--- config.mk ---
export PLATFORM = sky130hd
export DESIGN_NAME = dual_temp_reader
export DESIGN_NICKNAME = d
export VERILOG_FILES = /design/src/rtl/tsr_pkg.sv /design/src/rtl/tsr_tick.sv /design/src/rtl/tsr_seq.sv /design/src/rtl/dual_temp_reader.sv
export SDC_FILE = /design/constraint.sdc
export NUM_CORES = 1
export LEC_CHECK = 0
export BUFFER_PORTS_ARGS = -buffer_cell sky130_fd_sc_hd__buf_2
export CAP_MARGIN = 20
export CORE_MARGIN = 5
export CORE_UTILIZATION = 57
export DETAILED_ROUTE_END_ITERATION = 6
export GPL_ROUTABILITY_DRIVEN = 0
export GPL_TIMING_DRIVEN = 0
export PLACE_DENSITY = 0.76
export SYNTH_ARGS = -nofsm -noshare
export SYNTH_HDL_FRONTEND = slang
export SYNTH_SLANG_ARGS = --single-unit
--- constraint.sdc ---
create_clock -name clk -period 2.3 [get_ports clk]
set_input_delay 0 -clock clk [delete_from_list [all_inputs] [get_ports clk]]
set_output_delay 0 -clock clk [all_outputs]
set_load 0.01 [all_outputs]
--- src/rtl/tsr_pkg.sv ---
package tsr_pkg;
    localparam int CODE_W   = 16;
    localparam int TEMP_W   = CODE_W - 2;
    localparam int NSENS    = 2;
    localparam int PRE_PH   = 5;
    localparam int DATA_PH  = 2 * CODE_W;
    localparam int POST_PH  = 4;
    localparam int TOTAL_PH = PRE_PH + DATA_PH + POST_PH;

    typedef struct packed {
        logic                     ok;
        logic signed [TEMP_W-1:0] temp;
    } reading_t;

    typedef struct packed {
        logic sclk;
        logic sel;
    } pins_t;

    // Pin levels held during frame phase p (each phase is one half-period)
    function automatic pins_t phase_pins(input int p);
        pins_t r;
        int    q;
        if (p < PRE_PH) begin
            r.sclk = p[0];
            r.sel  = (p != PRE_PH - 1);
        end else if (p < PRE_PH + DATA_PH) begin
            q      = p - PRE_PH;
            r.sclk = ~q[0];
            r.sel  = 1'b0;
        end else begin
            q      = p - PRE_PH - DATA_PH;
            r.sclk = ~q[0];
            r.sel  = 1'b1;
        end
        return r;
    endfunction

    function automatic logic is_sample_phase(input int p);
        int q;
        q = p - PRE_PH;
        return (p >= PRE_PH) && (p < PRE_PH + DATA_PH) && (q[0] == 1'b0);
    endfunction

    function automatic reading_t convert(input logic [CODE_W-1:0] code);
        reading_t r;
        r.ok   = (code != '0) && (code != '1);
        r.temp = r.ok ? code[CODE_W-1:2] : '0;
        return r;
    endfunction
endpackage

--- src/rtl/tsr_tick.sv ---
module tsr_tick #(
    parameter int HALF_CYC = 4
) (
    input  logic clk,
    input  logic rst,
    input  logic run,
    output logic tick
);
    localparam int CW = (HALF_CYC > 1) ? $clog2(HALF_CYC) : 1;

    logic [CW-1:0] cnt_q;

    assign tick = run && (cnt_q == CW'(HALF_CYC - 1));

    always_ff @(posedge clk) begin
        if (rst || !run || tick) cnt_q <= '0;
        else                     cnt_q <= cnt_q + 1'b1;
    end
endmodule

--- src/rtl/tsr_seq.sv ---
module tsr_seq
    import tsr_pkg::*;
(
    input  logic clk,
    input  logic rst,
    input  logic start,
    input  logic tick,
    output logic busy,
    output logic sclk,
    output logic sel,
    output logic sample,
    output logic finish
);
    localparam int PW = $clog2(TOTAL_PH);

    logic [PW-1:0] phase_q;
    logic          busy_q;
    pins_t         pins;
    logic          last_ph;

    assign last_ph = (int'(phase_q) == TOTAL_PH - 1);
    assign busy    = busy_q;
    assign finish  = busy_q && tick && last_ph;
    assign sample  = busy_q && tick && is_sample_phase(int'(phase_q));

    always_comb begin
        if (busy_q) pins = phase_pins(int'(phase_q));
        else        pins = '{sclk: 1'b0, sel: 1'b1};
    end
    assign sclk = pins.sclk;
    assign sel  = pins.sel;

    always_ff @(posedge clk) begin
        if (rst) begin
            busy_q  <= 1'b0;
            phase_q <= '0;
        end else if (!busy_q) begin
            if (start) begin
                busy_q  <= 1'b1;
                phase_q <= '0;
            end
        end else if (tick) begin
            if (last_ph) busy_q  <= 1'b0;
            else         phase_q <= phase_q + 1'b1;
        end
    end

    AST_START_IGNORED: assert property (@(posedge clk) disable iff (rst)
        (busy_q && start && !finish) |=> (busy_q && phase_q >= $past(phase_q))) else $error("start restarted frame");
    AST_SAMPLE_CLK_HIGH: assert property (@(posedge clk) disable iff (rst)
        sample |-> (sclk && !sel)) else $error("sample outside high data phase");
endmodule

--- src/rtl/dual_temp_reader.sv ---
module dual_temp_reader
    import tsr_pkg::*;
#(
    parameter int HALF_CYC = 4
) (
    input  logic              clk,
    input  logic              rst,
    input  logic              start,
    output logic              sns_sclk,
    output logic              sns_sel,
    input  logic [1:0]        sns_dat,
    output logic [TEMP_W-1:0] temp_a,
    output logic              valid_a,
    output logic [TEMP_W-1:0] temp_b,
    output logic              valid_b,
    output logic              done
);
    logic busy, tick, sample, finish;
    logic done_q;

    tsr_tick #(.HALF_CYC(HALF_CYC)) u_tick (
        .clk (clk),
        .rst (rst),
        .run (busy),
        .tick(tick)
    );

    tsr_seq u_seq (
        .clk   (clk),
        .rst   (rst),
        .start (start),
        .tick  (tick),
        .busy  (busy),
        .sclk  (sns_sclk),
        .sel   (sns_sel),
        .sample(sample),
        .finish(finish)
    );

    reading_t rd_q [NSENS];

    for (genvar i = 0; i < NSENS; i++) begin : g_lane
        logic [CODE_W-1:0] shift_q;

        always_ff @(posedge clk) begin
            if (rst) begin
                shift_q  <= '0;
                rd_q[i]  <= '0;
            end else begin
                if (sample) shift_q <= {shift_q[CODE_W-2:0], sns_dat[i]};
                if (finish) rd_q[i] <= convert(shift_q);
            end
        end

        AST_INVALID_ZERO: assert property (@(posedge clk) disable iff (rst)
            !rd_q[i].ok |-> (rd_q[i].temp == '0)) else $error("invalid reading not zero");
        AST_OUT_STABLE: assert property (@(posedge clk) disable iff (rst)
            !done_q |-> $stable(rd_q[i])) else $error("reading changed without done");
    end

    always_ff @(posedge clk) begin
        if (rst) done_q <= 1'b0;
        else     done_q <= finish;
    end

    assign done    = done_q;
    assign temp_a  = rd_q[0].temp;
    assign valid_a = rd_q[0].ok;
    assign temp_b  = rd_q[1].temp;
    assign valid_b = rd_q[1].ok;

    AST_DONE_PULSE: assert property (@(posedge clk) disable iff (rst)
        done_q |=> !done_q) else $error("done longer than one cycle");
    AST_SEL_FALL_CLK_LOW: assert property (@(posedge clk) disable iff (rst)
        $fell(sns_sel) |-> !sns_sclk) else $error("select fell with clock high");
endmodule

-- Word-level counts from Yosys, hierarchy flattened
Memories as Yosys holds them, arrays and structs flattened.
Cells that the tools add are included.
- add/sub/neg operators: 4
- reduce and logical (&&, ||, !) cells: 15
- mux-type cells: 20
- equal/unequal tests: 7
- magnitude comparators: 3
- bitwise gates (word level): 4
- operators with widths (operator ; number):
    16-bit != test (second input constant) ; 2
    16-bit nonzero test ; 2
    15-bit two-way mux ; 2
    14-bit two-way mux ; 2
    6-bit two-way mux ; 4
    1-bit two-way mux ; 9
    1-bit logical AND ; 8
    6-bit by 1-bit adder with 6-bit output (second input constant) ; 1
    6-bit equality test (second input constant) ; 1
    6-bit by 3-bit >= comparator with 1-bit output (second input constant) ; 1
    6-bit by 3-bit less-than comparator with 1-bit output (second input constant) ; 1
    6-bit less-than comparator (second input constant) ; 1
    2-bit two-way mux ; 3
    6-bit by 4-bit != test with 1-bit output (second input constant) ; 1
    3-bit AND reduction ; 1
    2-bit by 1-bit adder with 2-bit output (second input constant) ; 1
    2-bit equality test (second input constant) ; 1
    1-bit logical OR ; 2
    2-bit by 1-bit != test with 1-bit output (second input constant) ; 1
    2-bit != test (second input constant) ; 1
    1-bit NOT ; 2
    1-bit OR ; 2
    2-bit nonzero test ; 1
    1-bit subtractor (second input constant) ; 2
    1-bit zero test ; 1
- register bits after elaboration: 42
- logic and storage cells: 60
- bits in writable memories: 30
- output and inout bits: 33
- input port bits: 5
- memories kept: 1
- memories (memory ; words ; width ; read ports ; clocked after memory_dff ; wr ports ; line ; RTL):
    rd_q ; 2 ; 15 ; 2 ; 0 ; 2 ; dual_temp_reader.sv:40 ; reading_t rd_q [NSENS];

-- Depth between registers and ports, before layout
Gate-level depths: netlist (run 1).
- word-level depth: 8
- mapped depth: 7
- depth with buffers taken out: 6

-- By module
A second synthesis (run 1) with hierarchy kept.
- cells, all modules: 273
- area total of the unflattened synthesis: 3081.7 um^2
- by module, submodules not included (module ; cells an instance ; times used ; seq. area each (um^2) ; area each (um^2)):
    dual_temp_reader ; 209 ; 1 ; 1561.5 ; 2502.4
    tsr_seq ; 58 ; 1 ; 140.1 ; 493.0
    tsr_tick ; 6 ; 1 ; 40.0 ; 86.3

-- Worst setup path after synthesis (run 1)
No wires, ideal clock.
- kind: register -> register
- from: register u_seq.phase_q[0]
- to: memory rd_q[0][0] in the netlist's numbering (enable)
- clock period less this slack: 2.097 ns
- setup time: 0.387 ns
- path slack: 0.203 ns
- cell stages (with the launch flop): 6
- path buffers: 0
- arrival time: 1.710 ns
- data required time: 1.913 ns
- cells stage by stage: dfxtp_1 > inv_1 > ha_1 > nand4b_4 > nor2_1 > a21o_1
- RTL lines (what ; line ; RTL):
    start, declared ; tsr_seq.sv:16 ; logic [PW-1:0] phase_q;
    start signal, assigned ; tsr_seq.sv:44 ; else phase_q <= phase_q + 1'b1;
    end, declared ; dual_temp_reader.sv:40 ;

==> PnR_summary.wiki, run 1 <==
{| class="wikitable"
! Metric !! Value
|-
| Final worst path period share || 92.9%
|-
| Proportion of netlist area held by the largest area contributor || 29.5%
|-
| Met2 layer usage reported by global route || 24.9%
|-
| Share of layout cells above drive strength 1 || 21.9%
|-
| Critical register-to-register path endpoint || rd_q[1][12]
|-
| Achievable frequency || 0.468 GHz
|-
| Final setup violation count || 0
|-
| Leakage power || 1.29 nW
|-
| Met1 track demand over resource in global routing || 22.1%
|-
| Critical path startpoint || u_seq.phase_q[0]
|-
| Post-synthesis average cell area || 12.1 sq um
|-
| TritonCTS clock tree || built
|-
| Post-Route Skew || 0.00724 ns
|-
| Synthesized netlist net count || 261
|-
| Peak fanout along the critical path || 10
|-
| Final WL || 5240 um
|-
| Total number of yosys warnings || 0
|-
| Final count of hold timing violations || 0
|-
| Chip Width || 83.2 um
|-
| Data arrival time of the critical path || 2.34 ns
|-
| Register-to-register setup slack || 0.16 ns
|-
| Congestion Overflow GR || 0
|-
| Iteration-0 DRC count of the detailed router || 114
|-
| Cell Rows || 26
|-
| Final Worst Setup Slack || 0.163 ns
|-
| Most heavily used metal layer in global routing || met2
|-
| Result of the run || complete, no violations
|-
| Vias/cell || 5.18
|-
| Post-route design area || 0.00359 sq mm
|-
| Root buf cell || clkbuf_8
|-
| Port buffer count || 37
|-
| Total CTS buffers || 9
|-
| Place WS || 0.0313 ns
|-
| Required time at the endpoint of the critical path || 2.50 ns
|-
| Maximum Capacitance Violations || 0
|-
| Clock transition at path regs || 0.07 ns
|-
| Area delta synth->final || 17.6%
|-
| Chip height || 83.2 um
|-
| Total cell area at the placement stage || 0.00335 sq mm
|-
| Antenna cell count || 0
|-
| Top area cells in the synthesized netlist || edfxtp_1 (29%), dfxtp_1 (28%), mux2i_1 (11%)
|-
| Deepest level of the CTS H-tree || 3
|-
| Wire length of the first global-routing pass || 9280 um
|-
| Startpoint-to-endpoint class of the critical path || reg2reg
|-
| Core box area || 0.00517 sq mm
|-
| Sequential-to-total area share from yosys stat || 57.0%
|-
| Crit path capture type || flip-flop
|-
| Cell Area, Synth || 0.00305 sq mm
|-
| Antenna-violating nets left || 0
|-
| Number of synthesized register bits || 72
|-
| Overall track demand over capacity in global routing || 16.6%
|-
| Startpoint of the worst register-to-register path || u_seq.phase_q[0]
|-
| Post-Synthesis Cells || 252
|-
| Class of the worst hold path || in2reg
|-
| Antenna violations before repair || 0
|-
| Time the worst path needs with I/O delays and setup || 2.14 ns
|-
| Count of vias placed by the detailed router || 1975
|-
| DRC violations left || 0
|-
| Final Max Tran Viols || 0
|-
| Worst slew margin || 67.5%
|-
| Area enclosed by the die boundary || 0.00692 sq mm
|-
| Number of sinks on the clock net || 72
|-
| Library cell occupying the most area in the post-synthesis netlist || edfxtp_1
|-
| Peak VDD IR || 0.435 mV
|-
| Clock latency on the worst-skew pair || 0.33 ns
|-
| Vias in the first global route || 1965
|-
| First drt pass iteration count || 5
|-
| Effective utilization at floorplan || 59.0%
|-
| Pin count of the biggest net entering global routing || 27
|-
| Hold depth || 3
|-
| I/O pin count || 38
|-
| Launching element type of the critical path || flip-flop
|-
| Library cells used by synthesis || 36
|-
| Number of nets in the layout || 315
|-
| Cell area power density || 655 mW/mm^2
|-
| Worst Reg-to-Reg Cells || 7
|-
| Setup repair after global routing missed its margin || false
|-
| Post-DR wirelength/cell || 13.7 um
|-
| Post-detail-place hpwl || 3710 um
|-
| Worst setup path endpoint || rd_q[1][12]
|-
| Max clock buf depth || 2
|-
| M3 GR Usage || 4.16%
|-
| Slew @ Worst Pin || 0.484 ns
|}
-- worst min-delay path by stage --
stage	startpoint	endpoint	slack, ns
6_report	rst	done	0.05
5_1_grt	rst	done	0.06
3_3_place_gp	sns_dat[1]	g_lane[1].shift_q[0]	0.27
2_1_floorplan	start	u_seq.busy	0.13
4_1_cts	rst	done	0.004
3_5_place_dp	sns_dat[1]	g_lane[1].shift_q[0]	0.28
-- power by group --
group | switching [mW] | total (mW) | internal [mW]
Clock | 0.441 | 0.889 | 0.448
Sequential | 0.00575 | 1.36 | 1.35
Combinational | 0.0584 | 0.104 | 0.0457
-- metrics by stage --
step	hold slack (ns)	TNS [ns]	utilization (%)	cells	power [mW]
after CTS	0.00379	0	68.8	379	2.38
after global placement	0.274	-5.97	64.3	359	1.48
after detailed placement	0.279	0	64.9	360	1.49
after floorplan	0.133	0	-	252	1.45
after global routing	0.0555	0	69.4	381	2.46
final	0.0484	0	69.4	381	2.35
-- critical path, stage by stage, from the launching register on --
cell,delay [ns]
dfxtp_1,0.36
inv_1,0.14
ha_2,0.23
nand4b_4,0.13
or4b_4,0.57
nor3_4,0.24
buf_4,0.19
and2_1,0.14
-- state kept, by name, summed over array words and instances, names as in the netlist --
signal and cells:
g_lane.shift_q 32, rd_q 30, u_seq.phase_q 6, done 1, u_tick.cnt_q 2, u_seq.busy 1
-- per-layer routing --
metal / vias up / part of all wire [%]
met3: 10 / 4.2
met2: 47 / 45
met1: 892 / 49
li1: 1026 / -
met5: - / 0
met4: 0 / 1.9
-- cell families after synthesis --
| family | Yosys count | synth area share [%] |
|---|---|---|
| compound gates | 12 | 2.62 |
| flops | 72 | 57.0 |
| fa+ha+maj | 4 | 1.64 |
| buf+inv | 15 | 2.58 |
| xor+xnor | 3 | 0.860 |
| mux | 34 | 11.2 |
| simple gates | 112 | 24.1 |
-- area by class of cell --
class                      count  area, sq um
buffer                        11         63.8
clock buffer                  13          159
clock inverter                 3         17.5
fill                         384         1580
inverter                       4         15.0
multi-input combinational    165         1250
sequential                    72         1740
tap                           70         87.6
timing repair buffer          43          258
-- cell usage after synthesis --
master / n
dfxtp_1: 42
nand2b_1: 37
mux2i_1: 33
edfxtp_1: 30
and2_1: 28
nor4_1: 10
nand4_1: 9
nor2_1: 8
buf_4: 6
clkbuf_1: 5
ha_1: 4
inv_1: 4
nand2_1: 3
or3_1: 3
a21o_1: 2
a21oi_1: 2
and4_1: 2
nor3_1: 2
nor3_2: 2
o211ai_1: 2
o21ai_0: 2
xor2_1: 2
a31oi_1: 1
mux2_2: 1
nand2b_4: 1
nand3_1: 1
nand4b_1: 1
nand4b_4: 1
nor2b_1: 1
nor3b_1: 1
nor4b_4: 1
o21a_1: 1
o31ai_1: 1
o32ai_1: 1
or4b_4: 1
xnor2_1: 1
-- cells in the final DEF (no fill, tap or decap), types with 2 or more instances in the layout --
master         count
clkbuf_8          11
edfxtp_1          30
nor2_1             8
a21oi_1            2
or3_1              3
dfxtp_1           42
clkinv_2           2
buf_2             37
xor2_1             2
a21o_1             2
ha_1               3
nand4_1            9
inv_1              4
o211ai_1           2
nor4_1            10
buf_4              8
and4_1             2
clkbuf_1           7
o21ai_0            2
nor3_4             2
and2_1            28
mux2i_1           33
nand2b_1          37
dlygate4sd3_1      3
nand2_1            3
nor3_1             2
-- timing repair --
action	in CTS	in global routing
buffers inserted	0	2
endpoints found under the hold margin	3	0
setup endpoints to repair	0	20
gates resized for setup	0	3
hold buffers	3	0
(Power assumes the default switching activity.)
==> run 2, diff against run 1 <==
CORE_UTILIZATION = 60   (was 57)
PLACE_DENSITY = 0.79   (was 0.76)
clock period = 2.65 ns   (was 2.3 ns; I/O delays follow)
==> run 2 against run 1 <==
Against the previous run: die area shrank 4.4%; register-to-register slack gained 0.22 ns; clock skew is essentially flat; critical endpoint is now rd_q[1][5]; largest cell class unchanged.
==> PnR_summary.wiki, run 2 (same netlist as run 1, synthesis figures left out) <==
{| class="wikitable"
! Metric !! Value
|-
| Overall track demand over capacity in global routing || 16.9%
|-
| Achievable frequency || 0.441 GHz
|-
| Final Max Tran Viols || 0
|-
| Effective utilization at floorplan || 61.0%
|-
| Required time at the endpoint of the critical path || 2.85 ns
|-
| Flip-flop count of the largest register, all copies and words added || 32
|-
| Crit path capture type || flip-flop
|-
| Max clock buf depth || 2
|-
| Final Worst Setup Slack || 0.383 ns
|-
| Vias/cell || 5.27
|-
| Root buf cell || clkbuf_8
|-
| Launching element type of the critical path || flip-flop
|-
| Class of the worst hold path || in2reg
|-
| Sequential group share of total power || 54.6%
|-
| Final WL || 5120 um
|-
| I/O pin count || 38
|-
| Port buffer count || 37
|-
| Setup TNS after final layout || 0 ns
|-
| Chip Width || 81.3 um
|-
| Setup repair after global routing missed its margin || false
|-
| Buffer count from post-CTS setup fixing || 0
|-
| Switching Power || 426 uW
|-
| Area delta synth->final || 17.5%
|-
| Congestion Overflow GR || 0
|-
| Post-DR wirelength/cell || 13.5 um
|-
| Maximum Capacitance Violations || 0
|-
| Peak VDD IR || 0.428 mV
|-
| Final count of hold timing violations || 0
|-
| Startpoint-to-endpoint class of the critical path || reg2reg
|-
| Post-Route Skew || 0.00698 ns
|-
| Data arrival time of the critical path || 2.47 ns
|-
| Share of layout cells above drive strength 1 || 20.4%
|-
| Antenna violations before repair || 0
|-
| Chip height || 81.3 um
|-
| Leakage power || 1.28 nW
|-
| Post-layout total power || 2.16 mW
|-
| Time the worst path needs with I/O delays and setup || 2.27 ns
|-
| Post-detail-place hpwl || 3660 um
|-
| Clock transition at path regs || 0.07 ns
|-
| Antenna cell count || 0
|-
| Number of sinks on the clock net || 72
|-
| Count of vias placed by the detailed router || 1998
|-
| Regs by FF count || g_lane.shift_q (32), rd_q (30), u_seq.phase_q (6)
|-
| Slew @ Worst Pin || 0.432 ns
|-
| Worst slew margin || 71.2%
|-
| Sw Ratio || 19.7%
|-
| Pin count of the biggest net entering global routing || 32
|-
| Number of buffers inserted for hold repair after clock tree synthesis || 3
|-
| Most flops, register || g_lane.shift_q
|-
| Clock latency on the worst-skew pair || 0.33 ns
|-
| Number of nets in the layout || 313
|-
| Final worst path period share || 85.6%
|-
| Logic gate share of total power || 4.1%
|-
| Vias in the first global route || 1830
|-
| Core box area || 0.00501 sq mm
|-
| DRC violations left || 0
|-
| Iteration-0 DRC count of the detailed router || 112
|-
| Cell area power density || 603 mW/mm^2
|-
| Cell Rows || 26
|-
| Post-CTS sizing || 0
|-
| Cell internal power dissipation || 1.74 mW
|-
| Clock network power share || 41.3%
|-
| Antenna-violating nets left || 0
|-
| Peak fanout along the critical path || 10
|-
| Most frequent cells in the layout || dfxtp_1 (42), nand2b_1 (37), buf_2 (37)
|-
| Total CTS buffers || 9
|-
| Most common cell after layout, fill and taps aside || dfxtp_1
|-
| Final setup violation count || 0
|-
| Place WS || 0.188 ns
|-
| Area enclosed by the die boundary || 0.00662 sq mm
|-
| Wire length of the first global-routing pass || 8390 um
|-
| Result of the run || complete, no violations
|-
| TritonCTS clock tree || built
|-
| First drt pass iteration count || 4
|-
| Deepest level of the CTS H-tree || 3
|}
[run 2: metrics by stage]
stage / hold WS, ns / cells / cell area (sq um) / util, %
after floorplan: 0.133 / 252 / 3050 / -
after global placement: 0.274 / 359 / 3330 / 66.4
after detailed placement: 0.277 / 359 / 3330 / 66.4
after CTS: 0.0450 / 378 / 3560 / 71.1
after global routing: 0.0759 / 379 / 3590 / 71.6
final: 0.0595 / 379 / 3590 / 71.6
[run 2: layout make-up]
cell class / count / area (sq um)
fillers: 403 / 1420
clock buffers: 11 / 131
clock inverters: 5 / 72.6
well taps: 70 / 87.6
flip-flops and latches: 72 / 1740
multi-input cells: 165 / 1230
plain buffers: 11 / 63.8
inverters: 4 / 15.0
repair buffers: 41 / 243
[run 2: per-layer routing]
layer  GRT usage (%)  vias up  part of all wire [%]
met1            22.7      926                    48
met4            8.11        0                   1.6
li1                -     1012                     -
met2            26.1       51                    45
met5               0        -                     0
met3            3.44        9                   4.8
[run 2: worst paths after layout]
check                    from               to  slack, ns  cells past startpoint
max          u_seq.phase_q[0]       rd_q[1][5]       0.38                      7
max reg2reg  u_seq.phase_q[0]       rd_q[1][5]       0.38                      7
min reg2reg   u_tick.cnt_q[0]  u_tick.cnt_q[0]       0.43                      1
min                       rst             done       0.06                      3
[run 2: worst max-delay path, cell delays in order (launching register included)]
cell      delay (ns)
dfxtp_1         0.37
inv_1           0.13
ha_1            0.26
nand4b_4        0.14
or4b_4          0.56
nor3_2          0.34
buf_4           0.21
and2_1          0.13
[run 2: power groups by stage]
stage | Clock, mW | Combinational [mW] | Sequential, mW
2_1_floorplan | 0 | 0.0330 | 1.22
3_3_place_gp | 0 | 0.0808 | 1.21
3_5_place_dp | 0 | 0.0812 | 1.21
4_1_cts | 0.908 | 0.0848 | 1.18
5_1_grt | 0.962 | 0.0971 | 1.18
6_report | 0.895 | 0.0891 | 1.18
